### src/rtl/cpu_irq_pkg.sv
// Package: shared widths, constants and the active-stack entry type for the
// per-CPU interrupt acknowledge interface.
// Assumes: priority values compare numerically, smaller meaning more urgent.
package cpu_irq_pkg;

    localparam int ID_W        = 10;
    localparam int PRIO_W      = 8;
    localparam int SPURIOUS_ID = (1 << ID_W) - 1;

    localparam logic [PRIO_W-1:0] IDLE_PRIO = '1;

    typedef struct packed {
        logic [ID_W-1:0]   id;
        logic [PRIO_W-1:0] prio;
    } act_entry_t;

endpackage

### src/rtl/cpu_irq_run_stack.sv
// Module: cpu_irq_run_stack
// Holds the nested active interrupts (identifier and priority) as a LIFO.
// A pop and a push in one cycle replace the top entry.
// Assumes: the caller never pushes while full unless it pops in the same
// cycle, and never pops while empty.
module cpu_irq_run_stack
    import cpu_irq_pkg::*;
#(
    parameter int DEPTH = 4
) (
    input  logic       clk,
    input  logic       rst_n,
    input  logic       push,
    input  logic       pop,
    input  act_entry_t push_entry,
    output act_entry_t top_entry,
    output logic       empty,
    output logic       full
);

    localparam int CW = $clog2(DEPTH + 1);

    act_entry_t    slot_q [DEPTH];
    logic [CW-1:0] cnt_q;
    logic [CW-1:0] wr_idx;

    assign empty  = (cnt_q == '0);
    assign full   = (cnt_q == CW'(DEPTH));
    assign wr_idx = pop ? (cnt_q - CW'(1)) : cnt_q;

    // Occupancy count: up on push, down on pop, unchanged on both.
    always_ff @(posedge clk) begin
        if (!rst_n) begin
            cnt_q <= '0;
        end else if (push && !pop) begin
            cnt_q <= cnt_q + CW'(1);
        end else if (pop && !push) begin
            cnt_q <= cnt_q - CW'(1);
        end
    end

    // Slot storage: the pushed entry lands at the write index.
    always_ff @(posedge clk) begin
        if (!rst_n) begin
            for (int i = 0; i < DEPTH; i++) begin
                slot_q[i] <= '0;
            end
        end else if (push) begin
            for (int i = 0; i < DEPTH; i++) begin
                if (wr_idx == CW'(i)) begin
                    slot_q[i] <= push_entry;
                end
            end
        end
    end

    // Top select: the newest entry, or zero when empty.
    always_comb begin
        top_entry = '0;
        for (int i = 0; i < DEPTH; i++) begin
            if (cnt_q == CW'(i + 1)) begin
                top_entry = slot_q[i];
            end
        end
    end

    AST_NO_OVERFLOW: assert property (@(posedge clk) disable iff (!rst_n)
        (push && full) |-> pop);
    AST_NO_UNDERFLOW: assert property (@(posedge clk) disable iff (!rst_n)
        pop |-> !empty);

endmodule

### src/rtl/cpu_irq_gate.sv
// Module: cpu_irq_gate
// Decides whether the offered candidate qualifies (enable, threshold,
// preemption, blanking) and drives the registered request line. It also
// owns the blanking counter that starts after each successful acknowledge.
// Assumes: run_prio is the idle value whenever stk_empty is set.
module cpu_irq_gate
    import cpu_irq_pkg::*;
#(
    parameter int BLANK_CYC = 2
) (
    input  logic              clk,
    input  logic              rst_n,
    input  logic              cfg_enable,
    input  logic [PRIO_W-1:0] cfg_prio_mask,
    input  logic              cfg_preempt_en,
    input  logic              cand_valid,
    input  logic [PRIO_W-1:0] cand_prio,
    input  logic [PRIO_W-1:0] run_prio,
    input  logic              stk_empty,
    input  logic              stk_full,
    input  logic              ack_req,
    output logic              qualify,
    output logic              irq_out
);

    localparam int BW = (BLANK_CYC < 1) ? 1 : $clog2(BLANK_CYC + 1);

    logic [BW-1:0] blank_q;
    logic          pass_mask;
    logic          preempt_ok;
    logic          irq_q;

    // Qualification: threshold, nesting policy and blanking window.
    always_comb begin
        pass_mask  = (cand_prio < cfg_prio_mask);
        preempt_ok = stk_empty ||
                     (!stk_full && cfg_preempt_en && (cand_prio < run_prio));
        qualify    = cfg_enable && cand_valid && pass_mask && preempt_ok &&
                     (blank_q == '0);
    end

    // Blanking counter: loaded on a taken acknowledge, then counts down.
    always_ff @(posedge clk) begin
        if (!rst_n) begin
            blank_q <= '0;
        end else if (ack_req && qualify) begin
            blank_q <= BW'(BLANK_CYC);
        end else if (blank_q != '0) begin
            blank_q <= blank_q - BW'(1);
        end
    end

    // Request line: registered qualification, dropped by an acknowledge.
    always_ff @(posedge clk) begin
        if (!rst_n) begin
            irq_q <= 1'b0;
        end else begin
            irq_q <= qualify && !ack_req;
        end
    end

    assign irq_out = irq_q;

    AST_IRQ_NEEDS_ENABLE: assert property (@(posedge clk) disable iff (!rst_n)
        irq_out |-> $past(cfg_enable));
    AST_IRQ_UNDER_MASK: assert property (@(posedge clk) disable iff (!rst_n)
        irq_out |-> $past(cand_prio < cfg_prio_mask));
    AST_IRQ_DROP_AFTER_ACK: assert property (@(posedge clk) disable iff (!rst_n)
        (ack_req && qualify) |=> !irq_out);
    AST_NO_IRQ_WHEN_FULL: assert property (@(posedge clk) disable iff (!rst_n)
        stk_full |=> !irq_out);

endmodule

### src/rtl/cpu_irq_handshake.sv
// Module: cpu_irq_handshake
// Turns acknowledge and end-of-interrupt strobes into stack operations,
// registered responses to the core and notices to the distributor, and
// keeps the sticky completion error flag.
// Assumes: top_id is meaningful only when stk_empty is clear.
module cpu_irq_handshake
    import cpu_irq_pkg::*;
(
    input  logic              clk,
    input  logic              rst_n,
    input  logic              ack_req,
    input  logic              qualify,
    input  logic [ID_W-1:0]   cand_id,
    input  logic [PRIO_W-1:0] cand_prio,
    input  logic              eoi_req,
    input  logic [ID_W-1:0]   eoi_id,
    input  logic [ID_W-1:0]   top_id,
    input  logic              stk_empty,
    output logic              stk_push,
    output logic              stk_pop,
    output act_entry_t        push_entry,
    output logic              ack_valid,
    output logic [ID_W-1:0]   ack_id,
    output logic              act_valid,
    output logic [ID_W-1:0]   act_id,
    output logic              deact_valid,
    output logic [ID_W-1:0]   deact_id,
    output logic              eoi_err
);

    logic eoi_match;

    // Stack controls: pop on a matching completion, push on a taken acknowledge.
    always_comb begin
        eoi_match       = eoi_req && !stk_empty && (eoi_id == top_id);
        stk_pop         = eoi_match;
        stk_push        = ack_req && qualify;
        push_entry.id   = cand_id;
        push_entry.prio = cand_prio;
    end

    // Acknowledge response and activation notice.
    always_ff @(posedge clk) begin
        if (!rst_n) begin
            ack_valid <= 1'b0;
            ack_id    <= '0;
            act_valid <= 1'b0;
            act_id    <= '0;
        end else begin
            ack_valid <= ack_req;
            ack_id    <= !ack_req ? '0 : (qualify ? cand_id : ID_W'(SPURIOUS_ID));
            act_valid <= ack_req && qualify;
            act_id    <= (ack_req && qualify) ? cand_id : '0;
        end
    end

    // Deactivation notice and sticky error.
    always_ff @(posedge clk) begin
        if (!rst_n) begin
            deact_valid <= 1'b0;
            deact_id    <= '0;
            eoi_err     <= 1'b0;
        end else begin
            deact_valid <= eoi_match;
            deact_id    <= eoi_match ? eoi_id : '0;
            if (eoi_req && !eoi_match) begin
                eoi_err <= 1'b1;
            end
        end
    end

    AST_ACK_ANSWERED: assert property (@(posedge clk) disable iff (!rst_n)
        ack_req |=> ack_valid);
    AST_SPURIOUS_QUIET: assert property (@(posedge clk) disable iff (!rst_n)
        (ack_valid && (ack_id == ID_W'(SPURIOUS_ID))) |-> !act_valid);
    AST_DEACT_FROM_EOI: assert property (@(posedge clk) disable iff (!rst_n)
        deact_valid |-> ($past(eoi_req) && (deact_id == $past(eoi_id))));
    AST_ERR_STICKY: assert property (@(posedge clk) disable iff (!rst_n)
        eoi_err |=> eoi_err);

endmodule

### src/rtl/cpu_irq_ack_if.sv
// Module: cpu_irq_ack_if (top)
// Per-CPU interrupt acknowledge interface. Gates the distributor's best
// candidate by enable, priority threshold and nesting policy, drives the
// request line, answers acknowledge and end-of-interrupt strobes, and keeps
// a stack of running priorities.
// Assumes: the distributor never offers identifier 1023; activation and
// deactivation notices are consumed by the distributor within BLANK_CYC.
module cpu_irq_ack_if
    import cpu_irq_pkg::*;
#(
    parameter int STACK_DEPTH = 4,
    parameter int BLANK_CYC   = 2
) (
    input  logic              clk,
    input  logic              rst_n,
    input  logic              cfg_enable,
    input  logic [PRIO_W-1:0] cfg_prio_mask,
    input  logic              cfg_preempt_en,
    input  logic              cand_valid,
    input  logic [ID_W-1:0]   cand_id,
    input  logic [PRIO_W-1:0] cand_prio,
    input  logic              ack_req,
    output logic              ack_valid,
    output logic [ID_W-1:0]   ack_id,
    output logic              act_valid,
    output logic [ID_W-1:0]   act_id,
    input  logic              eoi_req,
    input  logic [ID_W-1:0]   eoi_id,
    output logic              deact_valid,
    output logic [ID_W-1:0]   deact_id,
    output logic              irq_out,
    output logic [PRIO_W-1:0] run_prio,
    output logic              eoi_err
);

    act_entry_t top_entry;
    act_entry_t push_entry;
    logic       stk_empty;
    logic       stk_full;
    logic       stk_push;
    logic       stk_pop;
    logic       qualify;

    // Running priority: innermost active priority, idle value when none.
    assign run_prio = stk_empty ? IDLE_PRIO : top_entry.prio;

    cpu_irq_run_stack #(
        .DEPTH (STACK_DEPTH)
    ) u_stack (
        .clk        (clk),
        .rst_n      (rst_n),
        .push       (stk_push),
        .pop        (stk_pop),
        .push_entry (push_entry),
        .top_entry  (top_entry),
        .empty      (stk_empty),
        .full       (stk_full)
    );

    cpu_irq_gate #(
        .BLANK_CYC (BLANK_CYC)
    ) u_gate (
        .clk            (clk),
        .rst_n          (rst_n),
        .cfg_enable     (cfg_enable),
        .cfg_prio_mask  (cfg_prio_mask),
        .cfg_preempt_en (cfg_preempt_en),
        .cand_valid     (cand_valid),
        .cand_prio      (cand_prio),
        .run_prio       (run_prio),
        .stk_empty      (stk_empty),
        .stk_full       (stk_full),
        .ack_req        (ack_req),
        .qualify        (qualify),
        .irq_out        (irq_out)
    );

    cpu_irq_handshake u_hs (
        .clk         (clk),
        .rst_n       (rst_n),
        .ack_req     (ack_req),
        .qualify     (qualify),
        .cand_id     (cand_id),
        .cand_prio   (cand_prio),
        .eoi_req     (eoi_req),
        .eoi_id      (eoi_id),
        .top_id      (top_entry.id),
        .stk_empty   (stk_empty),
        .stk_push    (stk_push),
        .stk_pop     (stk_pop),
        .push_entry  (push_entry),
        .ack_valid   (ack_valid),
        .ack_id      (ack_id),
        .act_valid   (act_valid),
        .act_id      (act_id),
        .deact_valid (deact_valid),
        .deact_id    (deact_id),
        .eoi_err     (eoi_err)
    );

    AST_ACT_NEEDS_ACK: assert property (@(posedge clk) disable iff (!rst_n)
        act_valid |-> $past(ack_req));
    AST_ACT_RAISES_RUN: assert property (@(posedge clk) disable iff (!rst_n)
        (act_valid && !deact_valid) |-> (run_prio != IDLE_PRIO || $past(cand_prio) == IDLE_PRIO));
    AST_RUN_STABLE_ON_ERR: assert property (@(posedge clk) disable iff (!rst_n)
        ($past(eoi_req) && !deact_valid && !act_valid) |-> $stable(run_prio));

endmodule

### config.mk
export PLATFORM = sky130hd
export DESIGN_NAME = cpu_irq_ack_if
export DESIGN_NICKNAME = d
export VERILOG_FILES = /design/src/rtl/cpu_irq_pkg.sv /design/src/rtl/cpu_irq_run_stack.sv /design/src/rtl/cpu_irq_gate.sv /design/src/rtl/cpu_irq_handshake.sv /design/src/rtl/cpu_irq_ack_if.sv
export SDC_FILE = /design/constraint.sdc
export NUM_CORES = 1
export LEC_CHECK = 0
export BUFFER_PORTS_ARGS = -buffer_cell sky130_fd_sc_hd__buf_2
export CORE_UTILIZATION = 35
export CTS_BUF_LIST = sky130_fd_sc_hd__clkbuf_4
export DETAILED_ROUTE_END_ITERATION = 6
export GPL_ROUTABILITY_DRIVEN = 0
export HOLD_SLACK_MARGIN = 0.15
export PLACE_DENSITY_LB_ADDON = 0.15
export SYNTH_ARGS = -nofsm -noshare
export SYNTH_HDL_FRONTEND = slang
export SYNTH_SLANG_ARGS = --single-unit
### constraint.sdc
create_clock -name clk -period 6.8 [get_ports clk]
set_input_delay 1.36 -clock clk [delete_from_list [all_inputs] [get_ports clk]]
set_output_delay 1.36 -clock clk [all_outputs]
set_load 0.05 [all_outputs]
==> run metrics, run 1 <==
status finished clean; Comb power frac between 10% and 20%; worst-skew pair later-pin latency between 0.5 and 0.6 ns; Power Density just over 200 nW/um^2; initial antenna violation count 1; global-route wire length before repair ~24 mm; crit path launch type flip-flop; die area approximately 17000 um^2; synthesized instance count 529; CTS tree built; CP arrival 5.33 ns; final hold violations 0; largest area contributor in the netlist edfxtp_1; CTS Sinks about 110; final core utilization 40.4%; Avg Synthesized Cell Area around 11 um^2; routing usage on met3 under 10%; Clock Path Buffers 2; CTS buffer count 9; Initial Utilization 35.9%; GRT Max-Usage Layer met2; Clock power frac between 20% and 30%; vias in the first global route roughly 4300; post-route insts no fill 821; WL per Instance around 19 um; CTS Hold Bufs 0; period utilization 73.4%; Async SR Flop Fraction 0%; Mapped Nets between 500 and 600; critical path endpoint category flip-flop; placed insts between 800 and 900; highest clock rate roughly 200 MHz; Setup Fix Bufs, Post-CTS 0; hold slack 0.462 ns; largest cells by area after synthesis edfxtp_1 38%, dfxtp_1 14%, a21oi_1 4.9%; min cycle time layout between 4 and 5 ns; WP data required slightly above 7 ns; VDD IR max 0.110 mV; Slew headroom 22.3%; Starting DRT DRC Count about 260; core area ~16000 um^2; Fin Clk Skew between 0.03 and 0.04 ns; hpwl dp about 11 mm; RSZ-0062 raised after global routing false; H-tree depth 3; CTS root buf clkbuf_4; drt first pass iters 4; die width between 100 and 150 um; Clock transition at path regs 0.17 ns; Synth Cell Area 5700 um^2; NetSw between 0.4 and 0.5 mW; Reg power frac 58.0%; synth unique cells 61; largest net degree at the start of global routing 32; GR Overflow Total 0; met1 Use GR around a quarter; Slew @ Worst Pin between 1 and 1.5 ns; nets@finish 663; met2 Usage GRT 31.6%; yosys warns 0; Synth Flop Type edfxtp_1; Worst Hold Class flip-flop to flip-flop; Post-synth EDFFs 72; Layout Area Growth over Synthesis 12.5%; post-CTS resize count 0; Global Route Usage Sum between 10% and 20%; setup TNS 0 ns; final setup fails 0; die height 130 um; Pwr Total between 1 and 1.5 mW; share of layout cells above drive strength 1 24.5%; sw frac between 30% and 40%; Max FO, Critical Path 24; Internal about 0.90 mW; vias post-DR roughly 4300; top cell type's share of synthesized area 37.9%; Final ANT Viol Nets 0; row cnt 46; Max Cap Viol 0; Slew Limit Fails 0; Remaining DRCs 0; vias per std cell 5.18; sequential element share of the synthesized area 52.0%; I/O pins 86; Static Leak 2.64 nW; type of the worst setup path flip-flop to flip-flop; PortBufs 85; Yosys reg bits between 100 and 150; drt total wl approximately 15 mm
[placed cells by master (no fill, tap or decap), drive strengths merged, types with 7 or more instances in the layout]
master,Yosys,final
buf,23,92
edfxtp,72,72
a21oi,66,66
nor2,51,51
inv,39,43
dfxtp,40,40
nand2,26,26
ha,21,21
a211oi,20,20
and3,14,14
o21ai,14,14
a21boi,10,10
clkbuf,10,10
nand3,10,10
nand4,10,10
a22oi,8,8
a22o,8,8
o21a,7,7
a221oi,7,7
and2,7,7
[sequential cells by signal, indices dropped and copies added (netlist names)]
signal	count
u_hs.deact_id	10
u_hs.ack_valid	1
u_stack.slot_q	72
u_hs.deact_valid	1
u_gate.irq_out	1
u_gate.blank_q	2
u_hs.act_valid	1
u_hs.act_id	10
u_hs.eoi_err	1
u_stack.cnt_q	3
u_hs.ack_id	10
[cell families after synthesis]
logic type	count (synthesis)	share of synthesized area, %
simple gates	151	14.9
flops	112	52.0
compound gates	166	21.5
buf+inv	72	5.90
xor+xnor	7	1.08
fa+ha+maj	21	4.61
[metal layers]
| layer | vias up | wire length [um] |
|---|---|---|
| met4 | 0 | 199 |
| met3 | 14 | 606 |
| li1 | 2083 | - |
| met1 | 2052 | 7120 |
| met5 | - | 0 |
| met2 | 106 | 7500 |
[final cells by class]
cell class	instances	area, um^2
diodes	1	2.50
clock buffers	10	75.1
clock inverters	6	62.6
fillers	1598	9470
inverters	39	146
multi-input cells	345	2410
flip-flops and latches	112	2960
well taps	216	270
repair buffers	92	478
[worst max-delay path, cell delays in order (launching register included)]
cell	delay, ns
dfxtp_1	0.58
ha_1	0.22
ha_1	0.74
nor2b_1	0.56
a22oi_1	0.11
o21ai_0	0.14
inv_1	0.09
ha_1	0.30
a21oi_1	0.14
nor2_1	0.06
o21ai_0	0.21
o211a_1	0.31
and2_4	0.30
nand2_2	0.08
inv_2	0.22
o211ai_2	0.48
a21oi_1	0.28
[path summary, 6_finish.rpt]
path	start	to	slack (ns)	cells past startpoint
worst min register to register	u_gate.blank_q[1]$_SDFFE_PN0P_	u_gate.blank_q[0]$_SDFFE_PP0P_	0.46	2
worst max-delay path	u_stack.cnt_q[0]$_SDFFE_PN0P_	u_stack.slot_q[2][5]$_SDFFCE_PN0P_	1.81	16
worst min-delay path	u_gate.blank_q[1]$_SDFFE_PN0P_	u_gate.blank_q[0]$_SDFFE_PP0P_	0.46	2
worst max register to register	u_stack.cnt_q[0]$_SDFFE_PN0P_	u_stack.slot_q[2][5]$_SDFFCE_PN0P_	1.81	16
[Yosys cell counts (all sizes together), types with 2 or more instances]
cell type,n
nand2,26
ha,21
or3,5
nand2b,3
a221oi,7
a22o,8
buf,23
edfxtp,72
a21oi,66
o2111ai,3
xnor2,3
nor3b,3
dfxtp,40
nand3b,2
a21boi,10
o21a,7
and3,14
nor2,51
and2,7
or2,2
nand4,10
o211ai,3
a211oi,20
and4,2
o31a,4
nor2b,5
o21ai,14
nor3,6
clkbuf,10
inv,39
a22oi,8
nand3,10
a221o,3
xor2,4
a31oi,2
a21o,5
[power groups by stage]
stage	sequential (mW)	clock (mW)	combinational (mW)
after global routing	0.758	0.369	0.232
after global placement	0.770	0	0.212
after floorplan	0.788	0	0.128
final	0.755	0.333	0.214
after CTS	0.755	0.345	0.215
after detailed placement	0.770	0	0.215
[per-stage QoR]
step                setup WS, ns  cell area, um^2
floorplan                  0.162             5700
global placement            2.06             6270
detailed placement          1.90             6270
CTS                         1.82             6410
global route                1.31             6410
finish                      1.81             6410
Power figures use the tool's default switching activity.
==> run 2: changes to the inputs <==
Clock period 6.8 ns to 4.1 ns, I/O delays scaled along.
==> run 2 against run 1 <==
Effect of this change: die area is the same; largest cell class unchanged; cell count rose by 5.1%; routed wire length up 2.7%; total power is 73% higher.
==> run metrics, run 2 (synthesis gave the netlist of run 1 again) <==
die height around 130 um; drt first pass iters 5; Global Route Usage Sum 19.6%; nets@finish 705; Clock Path Buffers 2; RSZ-0062 raised after global routing false; Worst Hold Class flip-flop to flip-flop; crit path launch type flip-flop; hpwl dp between 10 and 15 mm; CTS buffer count 9; WP data required ~4.3 ns; setup TNS 0 ns; Critical R2R Capture u_stack.slot_q[3][8]$_SDFFCE_PN0P_; Slew headroom 58.8%; Initial Utilization 35.9%; share of layout cells above drive strength 1 30.8%; Layout Area Growth over Synthesis 21.4%; CP max stage cell dfxtp_1; most frequent CP cell buf_4; setup slack after layout about 0.25 ns; die area approximately 17000 um^2; Slew @ Worst Pin roughly 0.62 ns; Most flops, register u_stack.slot_q; final hold violations 0; row cnt 46; Max Cap Viol 0; CTS Sinks around 110; vias per std cell approximately 5.3; min cycle time layout roughly 3.9 ns; fill cell count roughly 1600; worst hold start u_gate.blank_q[0]$_SDFFE_PP0P_; period utilization between 90% and 100%; status finished clean; Max FO, Critical Path 18; r2r startpoint u_stack.cnt_q[1]$_SDFFE_PN0P_; die width 130 um; Final ANT Viol Nets 0; Largest register FFs 72; CP arrival 4.09 ns; Starting DRT DRC Count 336; GR Overflow Total 0; core area between 15000 and 20000 um^2; H-tree depth 3; largest net degree at the start of global routing 30; critical path endpoint category flip-flop; WL per Instance ~18 um; Setup WS pre-CTS -0.0267 ns; critical-path cell list inv_1 -> buf_4 -> ha_1 -> nor2b_1 -> buf_4 -> a22oi_1 -> o21a_1 -> ha_1 -> nand2_1 -> nor3_1 -> o2111ai_1 -> o211a_1 -> and2_4 -> buf_4 -> nand2_2 -> inv_2 -> o211ai_4 -> a21oi_1; worst-skew pair later-pin latency about 0.5 ns; type of the worst setup path flip-flop to flip-flop; worst hold endpoint u_gate.blank_q[0]$_SDFFE_PP0P_; Clock transition at path regs 0.18 ns; Remaining DRCs 0; drt total wl 15.8 mm; Slew Limit Fails 0; Static Leak 2.90 nW; hold depth 1; CTS Hold Bufs 0; Fin Clk Skew about 0.022 ns; commonest non-fill, non-tap cell in the layout buf_2; R2R cell count 18; most frequent cells in the layout 85 x buf_2, 72 x edfxtp_1, 56 x a21oi_1, 51 x nor2_1, 40 x buf_4; VDD IR max ~0.26 mV; Crit path largest cell delay approximately 0.45 ns; final setup fails 0; Critical Path Source u_stack.cnt_q[1]$_SDFFE_PN0P_; Power Density ~320 nW/um^2; reg2reg setup slack 0.25 ns; highest clock rate about 260 MHz; I/O pins 86; CTS tree built; vias post-DR between 4000 and 5000; PortBufs 85; global-route wire length before repair between 20 and 25 mm; vias in the first global route 4342; initial antenna violation count 1; CTS root buf clkbuf_4
[run 2: changes by cell type in the layout (fill, tap and decap cells not counted), sizes merged]
cell    before  now
bufinv       0    1
clkinv       2    3
buf         92  134
clkbuf      10    9
inv         43   42
[run 2: power by group]
group / internal [mW] / switching (mW) / total [mW]
logic: 0.135 / 0.261 / 0.396
clock network: 0.200 / 0.402 / 0.601
registers: 1.24 / 0.0142 / 1.25
[run 2: repair_timing]
action	4_1_cts	5_1_grt
setup endpoints to repair	18	72
setup buffers	2	5
resized for setup	0	2
pin swaps	1	5
[run 2: worst max path at each step]
stage,end,slack (ns)
finish,u_stack.slot_q[3][8]$_SDFFCE_PN0P_,0.25
global route,u_stack.slot_q[3][8]$_SDFFCE_PN0P_,0.009
CTS,u_stack.slot_q[0][17]$_SDFFCE_PN0P_,0.06
detailed placement,u_stack.slot_q[1][17]$_SDFFCE_PN0P_,-0.03
global placement,u_stack.slot_q[1][15]$_SDFFCE_PN0P_,0.11
floorplan,u_stack.slot_q[1][0]$_SDFFCE_PN0P_,0.001
[run 2: routing by layer]
layer  routed length [um]  track usage, %  part of all wire (%)  vias up
met5                    0               0                     0        -
met4                  252            6.02                   1.6        0
met3                  770            4.71                   4.9       17
met2                 7050            29.9                    44      139
met1                 7770            27.4                    49     2223
li1                     -               -                     -     2170
[run 2: critical path, delay by kind of cell (launching register included)]
kind	cells	cell delay, ns
AO/OA/AOI/OAI	6	1.11
flip-flops	1	0.45
adder cells (fa/ha/maj)	2	0.54
AND/OR/NAND/NOR	5	0.75
buffers and inverters	5	0.75
[run 2: layout make-up]
cell class / instances / area, um^2 / area share (%)
timing repair buffer: 134 / 897 / 13.0
antenna: 1 / 2.50 / 0.0362
inverter: 39 / 149 / 2.15
sequential: 112 / 2970 / 42.9
tap: 216 / 270 / 3.90
clock buffer: 9 / 67.6 / 0.976
clock inverter: 7 / 88.8 / 1.28
multi-input combinational: 345 / 2480 / 35.8
[run 2: through the flow]
step	hold WS (ns)	cells	util, %	power (mW)	cell area (um^2)
finish	0.456	863	43.6	2.25	6920
global route	0.483	863	43.6	2.34	6920
CTS	0.452	857	42.8	2.26	6810
detailed placement	0.430	839	41.8	1.66	6640
global placement	0.424	839	41.8	1.66	6640
floorplan	0.406	529	-	1.53	5810
